### src/rtl/kbd_resp_pkg.sv
// Shared widths, command codes and reply descriptor for the keyboard responder.
package kbd_resp_pkg;
    localparam int BYTE_W    = 8;
    localparam int CODE_W    = BYTE_W - 1;
    localparam int REPLY_MAX = 3;
    localparam int LEN_W     = $clog2(REPLY_MAX + 1);

    typedef logic [BYTE_W-1:0] byte_t;

    localparam byte_t CMD_KBD_RESET = 8'h01;
    localparam byte_t CMD_LAYOUT_LO = 8'h07;
    localparam byte_t CMD_INDICATOR = 8'h0E;
    localparam byte_t CMD_LAYOUT_HI = 8'h0F;

    // Reply loaded into the queue after a flush.
    typedef struct packed {
        logic                        flush;
        logic [LEN_W-1:0]            len;
        logic [REPLY_MAX-1:0][BYTE_W-1:0] bytes;
    } reply_t;
endpackage

### src/rtl/kbd_lock_filter.sv
// Two-bit toggle filter for one latching key.
// Assumes: at most one key event per cycle; events for other codes pass.
module kbd_lock_filter
    import kbd_resp_pkg::*;
#(
    parameter logic [CODE_W-1:0] LOCK_CODE = 7'h77
) (
    input  logic              clk,
    input  logic              rst_n,
    input  logic              ev_valid,
    input  logic [CODE_W-1:0] ev_code,
    input  logic              ev_down,
    output logic              ev_pass
);
    logic [1:0] state_q;
    logic [1:0] state_nxt;
    logic       hit;
    logic       drop;

    // Next toggle state and drop decision for this event.
    always_comb begin
        hit       = ev_valid && (ev_code == LOCK_CODE);
        state_nxt = ev_down ? (state_q ^ 2'b01) : (state_q ^ 2'b10);
        drop      = hit && (ev_down ? (state_nxt == 2'b10) : (state_nxt == 2'b11));
        ev_pass   = !drop;
    end

    // Toggle state register.
    always_ff @(posedge clk) begin
        if (!rst_n) begin
            state_q <= 2'b00;
        end else if (hit) begin
            state_q <= state_nxt;
        end
    end
endmodule

### src/rtl/kbd_cmd_decoder.sv
// Decodes host command bytes into queue reply loads.
// Assumes: one command byte per cycle; the indicator byte is never decoded.
module kbd_cmd_decoder
    import kbd_resp_pkg::*;
(
    input  logic   clk,
    input  logic   rst_n,
    input  logic   cmd_valid,
    input  byte_t  cmd_byte,
    output reply_t reply,
    output logic   led_armed
);
    logic armed_q;

    assign led_armed = armed_q;

    // Select the reply for an active, non-swallowed command.
    always_comb begin
        reply = '0;
        if (cmd_valid && !armed_q) begin
            unique case (cmd_byte)
                CMD_KBD_RESET: begin
                    reply.flush    = 1'b1;
                    reply.len      = LEN_W'(3);
                    reply.bytes[0] = 8'hFF;
                    reply.bytes[1] = 8'h04;
                    reply.bytes[2] = 8'h7F;
                end
                CMD_LAYOUT_LO, CMD_LAYOUT_HI: begin
                    reply.flush    = 1'b1;
                    reply.len      = LEN_W'(2);
                    reply.bytes[0] = 8'hFE;
                    reply.bytes[1] = 8'h21;
                end
                default: reply = '0;
            endcase
        end
    end

    // Indicator flag: armed by its command, cleared by the next byte.
    always_ff @(posedge clk) begin
        if (!rst_n) begin
            armed_q <= 1'b0;
        end else if (cmd_valid) begin
            armed_q <= !armed_q && (cmd_byte == CMD_INDICATOR);
        end
    end
endmodule

### src/rtl/kbd_byte_fifo.sv
// Byte queue with single-byte push, pop, and a one-cycle flush-and-load.
// Assumes: DEPTH is a power of two and larger than REPLY_MAX.
module kbd_byte_fifo
    import kbd_resp_pkg::*;
#(
    parameter int DEPTH = 256
) (
    input  logic                             clk,
    input  logic                             rst_n,
    input  logic                             flush,
    input  logic [LEN_W-1:0]                 load_len,
    input  logic [REPLY_MAX-1:0][BYTE_W-1:0] load_bytes,
    input  logic                             push,
    input  byte_t                            push_data,
    input  logic                             pop,
    output byte_t                            rd_data,
    output logic                             rd_valid,
    output logic [$clog2(DEPTH+1)-1:0]       fill
);
    localparam int PTR_W = $clog2(DEPTH);
    localparam int CNT_W = $clog2(DEPTH + 1);

    byte_t            mem [DEPTH];
    logic [PTR_W-1:0] wptr_q, rptr_q;
    logic [CNT_W-1:0] fill_q;
    logic             full, do_push, do_pop;

    // Accept and remove conditions; fullness is judged before any pop.
    always_comb begin
        full     = (fill_q == CNT_W'(DEPTH));
        do_push  = push && !full && !flush;
        do_pop   = pop && (fill_q != '0) && !flush;
        rd_valid = (fill_q != '0);
        rd_data  = rd_valid ? mem[rptr_q] : '0;
        fill     = fill_q;
    end

    // Storage writes: reply bytes from slot 0 on flush, else tail push.
    always_ff @(posedge clk) begin
        if (flush) begin
            for (int i = 0; i < REPLY_MAX; i++) begin
                if (i < int'(load_len)) begin
                    mem[i] <= load_bytes[i];
                end
            end
            if (push) begin
                mem[PTR_W'(load_len)] <= push_data;
            end
        end else if (do_push) begin
            mem[wptr_q] <= push_data;
        end
    end

    // Pointer and occupancy registers.
    always_ff @(posedge clk) begin
        if (!rst_n) begin
            wptr_q <= '0;
            rptr_q <= '0;
            fill_q <= '0;
        end else if (flush) begin
            rptr_q <= '0;
            wptr_q <= PTR_W'(load_len) + PTR_W'(push);
            fill_q <= CNT_W'(load_len) + CNT_W'(push);
        end else begin
            if (do_push) wptr_q <= wptr_q + 1'b1;
            if (do_pop)  rptr_q <= rptr_q + 1'b1;
            fill_q <= fill_q + CNT_W'(do_push) - CNT_W'(do_pop);
        end
    end
endmodule

### src/rtl/kbd_responder.sv
// Device side of a serial keyboard: key events and host commands in,
// response bytes out through a read port.
// Assumes: at most one key event and one command byte per cycle.
module kbd_responder
    import kbd_resp_pkg::*;
#(
    parameter int                                DEPTH      = 256,
    parameter int                                N_LOCKS    = 2,
    parameter logic [N_LOCKS-1:0][CODE_W-1:0]    LOCK_CODES = {7'h62, 7'h77}
) (
    input  logic              clk,
    input  logic              rst_n,
    input  logic              key_valid,
    input  logic [CODE_W-1:0] key_code,
    input  logic              key_down,
    input  logic              cmd_valid,
    input  logic [7:0]        cmd_byte,
    input  logic              rd_en,
    output logic [7:0]        rd_data,
    output logic              rd_valid
);
    localparam int CNT_W = $clog2(DEPTH + 1);

    logic [N_LOCKS-1:0] pass_vec;
    logic               key_emit;
    byte_t              key_byte;
    reply_t             reply;
    logic               led_armed;
    logic [CNT_W-1:0]   fill;

    // One toggle filter per latching key.
    for (genvar g = 0; g < N_LOCKS; g++) begin : g_lock
        kbd_lock_filter #(.LOCK_CODE(LOCK_CODES[g])) u_filt (
            .clk      (clk),
            .rst_n    (rst_n),
            .ev_valid (key_valid),
            .ev_code  (key_code),
            .ev_down  (key_down),
            .ev_pass  (pass_vec[g])
        );
    end

    // Make/break byte for the current event.
    always_comb begin
        key_emit = key_valid && (&pass_vec);
        key_byte = {~key_down, key_code};
    end

    kbd_cmd_decoder u_cmd (
        .clk       (clk),
        .rst_n     (rst_n),
        .cmd_valid (cmd_valid),
        .cmd_byte  (cmd_byte),
        .reply     (reply),
        .led_armed (led_armed)
    );

    kbd_byte_fifo #(.DEPTH(DEPTH)) u_fifo (
        .clk        (clk),
        .rst_n      (rst_n),
        .flush      (reply.flush),
        .load_len   (reply.len),
        .load_bytes (reply.bytes),
        .push       (key_emit),
        .push_data  (key_byte),
        .pop        (rd_en),
        .rd_data    (rd_data),
        .rd_valid   (rd_valid),
        .fill       (fill)
    );
endmodule

### config.mk
export PLATFORM = sky130hd
export DESIGN_NAME = kbd_responder
export DESIGN_NICKNAME = d
export VERILOG_FILES = /design/src/rtl/kbd_resp_pkg.sv /design/src/rtl/kbd_lock_filter.sv /design/src/rtl/kbd_cmd_decoder.sv /design/src/rtl/kbd_byte_fifo.sv /design/src/rtl/kbd_responder.sv
export SDC_FILE = /design/constraint.sdc
export NUM_CORES = 2
export LEC_CHECK = 0
export CAP_MARGIN = 20
export CORE_MARGIN = 2
export CORE_UTILIZATION = 50
export DETAILED_ROUTE_END_ITERATION = 6
export DONT_BUFFER_PORTS = 1
export SLEW_MARGIN = 20
export SYNTH_ARGS = -nofsm -noshare
export SYNTH_HDL_FRONTEND = slang
export SYNTH_SLANG_ARGS = --single-unit
### constraint.sdc
create_clock -name clk -period 9.5 [get_ports clk]
set_input_delay 0 -clock clk [delete_from_list [all_inputs] [get_ports clk]]
set_output_delay 0 -clock clk [all_outputs]
set_load 0.03 [all_outputs]
Word level (Yosys, flattened, before mapping)
Memory sizes are Yosys's and may differ from the RTL's. A register that Yosys moved wholly into a read port is not among the register bits.
Cells that the tools add are included.

cells by class
  $add $sub $neg = 6
  order comparisons = 3
  equal/unequal tests = 11
  muxes and demuxes = 32
  bitwise logic cells = 6
  reductions and logical operators = 22

operator list
  kind                   number
  $mux W8                7
  $pmux W14 S2           1
  $mux W27               1
  $mux W1                18
  $add A8 B1 Y8 const B  2
  $eq A8 B4 Y1 const B   2
  $eq A7 B7 Y1 const B   2
  $logic_and A1 B1 Y1    11
  $add A9 B1 Y9          1
  $eq A9 B9 Y1 const B   1
  $mux W9                1
  $reduce_bool A9 Y1     1
  $sub A9 B1 Y9          1
  $eq A2 B2 Y1 const B   4
  $eq A8 B1 Y1 const B   1
  $eq A8 B3 Y1 const B   1
  $reduce_or A8 Y1       1
  $mux W7                1
  $add A2 B1 Y3          2
  $not A1 Y1             6
  $pmux W3 S2            1
  $logic_not A1 Y1       5
  $lt A1 B2 Y1 const A   2
  $mux W2                2
  other kinds (4)        5

storage, ports and cells
  flip-flop bits (word level) = 30
  memory bits (writable) = 2,048
  input bits = 21
  word-level logic and storage cells = 87
  memories = 1

memories
  memory      depth  bits a word  read ports  clocked after Yosys merged registers in  write ports  RTL line             text
  u_fifo.mem  256    8            1           1                                        4            kbd_byte_fifo.sv:23  byte_t mem [DEPTH];

Logic depth before layout (Yosys ltp)
  depth after elaboration = 15
  gate-level depth with buffers = 18
  gate-level depth less buffers = 17

Modules after synthesis
A second synthesis with hierarchy kept.

unflattened totals
  cells, all modules = 4,269
  area total of the unflattened synthesis = 82,744.4 um^2

by module, submodules not included
  module                               instances  cells each  area an instance (um^2)
  kbd_byte_fifo                        1          4,202       82,196.3
  kbd_cmd_decoder                      1          37          281.5
  kbd_lock_filter at g_lock[1].u_filt  1          14          128.9
  kbd_lock_filter at g_lock[0].u_filt  1          14          127.6
  kbd_responder                        1          2           10.0

Worst setup path after synthesis
No wires, ideal clock.

  path type = input to register
  start = input key_down
  end = register g_lock[0].u_filt.state_q[0]
  setup time = 115 ps
  arrival = 3,591 ps
  path slack = 5,794 ps
  stages on the path = 5
  buffers on the path = 1
  cells stage by stage = buf_2 -> inv_1 -> nor3_1 -> xor2_1 -> and2_1

between the ends
  longest elaborated chain between the ends = 1

ends and longest elaborated chain
  element               RTL line               text
  from (decl)           kbd_responder.sv:15    input logic key_down,
  $mux W2               kbd_lock_filter.sv:23  state_nxt = ev_down ? (state_q ^ 2'b01) : (state_q ^ 2'b10);
  to (signal assigned)  kbd_lock_filter.sv:33  state_q <= state_nxt;
  to (decl)             kbd_lock_filter.sv:15  logic [1:0] state_q;

No other way between the ends.
A chain may end at the register's enable or synchronous reset.

==> reports/metrics.cfg <==
[run_status]
status = finished, final reports clean

[critical_path]
cp.arrival_ns = 6.19
required_ns = 9.50
regToRegStartpoint = u_fifo.fill[6]
critical_path.endpoint_type = primary output
reg2reg_slack_ns = 5.14
rr_worst_depth = 9
crit_type = register to primary output
path_max_fanout = 42
r2r-end = u_fifo.mem[53][3]
start_kind = register

[worst_hold_path]
hold_start = cmd_byte[5]
hold_path_depth = 3
hold_end = u_fifo.mem[0][0]
hold_class = input port to register

[power_and_ir_drop]
ir_drop_uv = 192
clockPowerShare_pct = 39.2
intPower_uw = 15800
seqPwrFrac_pct = 49.3
total_power_uw = 20700
p_comb_share_pct = 11.4
p_leak_uw = 0.0283
power_density_nw_per_um2 = 225
netSwitchingFraction_pct = 23.7
switching_power_uw = 4900

[drt]
firstDrtPassIters = 6
drc = 0
wire_per_inst_um = 32.4
postRouteAntennaNets = 0
drt-total-wl_mm = 217
via_per_inst = 6.31
vias = 42200
drt-initial-drc-count = 5075

[yosys]
syn_inst = 4250
synth-seq-area-share_pct = 75.2
synthFlopType = edfxtp_1
synth_area_sq_um = 82700
async_flop_share_pct = 0
yosys_warnings = 0
synth_edf_count = 2048
synth_cell_type_count = 81
syn_avg_cell_area_sq_um = 19.5
synth_fp_nets = 4286
ys_seq_elements = 2086

[clock_network]
cts_tree = yes
cts_root_buf = clkbuf_16
htree_levels = 4
cts_buffers = 208
cts_buffer_depth = 3
path_clk_slew_ns = 0.06
cts_setup_buffers = 0
clkLatencyLatePin_ns = 0.84
numClockSinks = 2086

[die]
io_pins = 30
die_h_um = 411
fp.dieW_um = 411
start_util_pct = 50.3
core_sq_um = 165000
num_rows = 149
dieArea_sq_um = 169000

[sta]
hold_violations = 0
tightest_slew_ns = 1.14
finalSetupViolCount = 0
rsz0062_at_grt = false
maxSlewHeadroom_pct = 23.2
drv_slew = 0
whs_ns = 0.0266
finalCriticalPeriod_ns = 6.19
finClkSkew_ns = 0.0333
finalCritPeriodShare_pct = 65.2
clock.fmax_ghz = 0.161
setup_ws_ns = 3.31
fin_setup_tns_ns = 0

[global_route]
grt_max_degree = 259
grt_pass1_wl_mm = 311
first_global_vias = 41800
grt_antenna_before_repair = 7
grt-ovfl-total = 0
track_usage_pct = 25.7

[job]
maxCapViolCount = 0

[layout]
syn_to_final_growth_pct = 10.8
drive_above_1_share_pct = 16.1
final_cell_mix = 2048 x edfxtp_1, 350 x nor2_1, 316 x mux4_2, 276 x mux2i_1, 210 x clkbuf_16
fill_cells = 12400
num-nets-final = 4364
layout_commonest_cell = edfxtp_1
final_cells = 6689

[placed_design]
io_buffers = 0
hpwl_mm = 127
dpl.cell_count = 6263
gp_congestion = 0.817
place_ws_ns = 4.13

==> stage by stage <==
| step | utilization (%) | instance area (sq um) |
|---|---|---|
| finish | 55.7 | 91700 |
| global route | 55.7 | 91700 |
| CTS | 55.6 | 91500 |
| detailed placement | 51.2 | 84300 |
| global placement | 51.2 | 84300 |
| floorplan | - | 82700 |
==> worst max-delay path by stage <==
stage	start	to	slack, ns	depth (start not counted)
after CTS	register	rd_data[5]	3.19	9
after global placement	register	rd_data[5]	4.10	9
after detailed placement	register	rd_data[5]	4.13	9
after global routing	register	rd_data[5]	2.98	9
after floorplan	key_down	g_lock[0].u_filt.state_q[0]	5.79	5
final	register	rd_data[5]	3.31	9
==> timing repair <==
action	CTS	global route
endpoints found under the setup margin	0	0
endpoints found under the hold margin	1997	0
resized for setup	0	0
hold buffers	37	0
==> logic make-up after synthesis <==
group | Yosys count | synth area share [%]
adder cells (fa/ha/maj) | 15 | 0.236
flip-flops | 2086 | 75.2
XOR/XNOR | 25 | 0.265
buffers and inverters | 272 | 2.40
multiplexers | 658 | 14.0
AO/OA/AOI/OAI | 420 | 3.57
AND/OR/NAND/NOR | 774 | 4.25
==> Yosys cell counts, types with 14 or more instances <==
library cell  count  area (sq um)
a21oi_1          49           245
buf_2            61           305
inv_1            18          67.6
buf_6            28           315
nor3_1           88           440
nand4_1          32           200
nand2_1         137           514
a22oi_1          36           270
and3_1           16           100
dfxtp_1          38           761
mux4_1           66          1730
o221ai_1         62           543
buf_8            25           375
nor2_1          352          1320
a2111oi_0        21           184
nor4_1           21           131
mux2i_1         276          2760
nand3_1          46           230
and2_1           25           156
o22ai_1          87           544
a211oi_1         34           255
edfxtp_1       2048         61500
o21ai_0          60           300
ha_1             14           175
xor2_1           16           140
clkbuf_1         86           323
mux4_2          316          7120
==> per-layer routing <==
metal  wire length, um  track usage [%]
met5               186                0
met2            101000             39.7
met3             17200             4.67
met4              6940             8.09
met1             91300             37.5
==> worst max-delay path, cell delays in order (launching register included) <==
cell      delay, ns
dfxtp_4        0.82
buf_4          0.73
buf_4          0.73
mux2i_1        0.16
o221ai_1       0.37
nor3_1         0.10
or3_1          0.45
nor4_1         0.49
nand4_1        0.34
o21ai_1        0.97
==> registers in the layout, indices dropped and copies added, names as in the netlist, named ones only <==
signal	flops
u_fifo.mem	2048
u_fifo.fill	9
u_fifo.rptr_q	8
u_fifo.wptr_q	8
g_lock.u_filt.state_q	4
u_cmd.led_armed	1
==> power groups by stage <==
stage / clock network [uW] / registers, uW / logic, uW
after floorplan: 0 / 10300 / 1860
after global placement: 0 / 10400 / 2220
after detailed placement: 0 / 10400 / 2220
after CTS: 8200 / 10200 / 2380
after global routing: 8550 / 10200 / 2520
final: 8110 / 10200 / 2360
==> layout make-up <==
cell class	count	area, sq um	share of cell area [%]
clock buffer	261	5480	5.97
clock inverter	120	1230	1.34
tap	2189	2740	2.99
timing repair buffer	120	1290	1.41
antenna	1	2.50	0.00273
multi-input combinational	1892	18600	20.3
sequential	2086	62300	67.9
inverter	20	85.1	0.0928
Note: power is estimated with default switching activity, not from simulation.
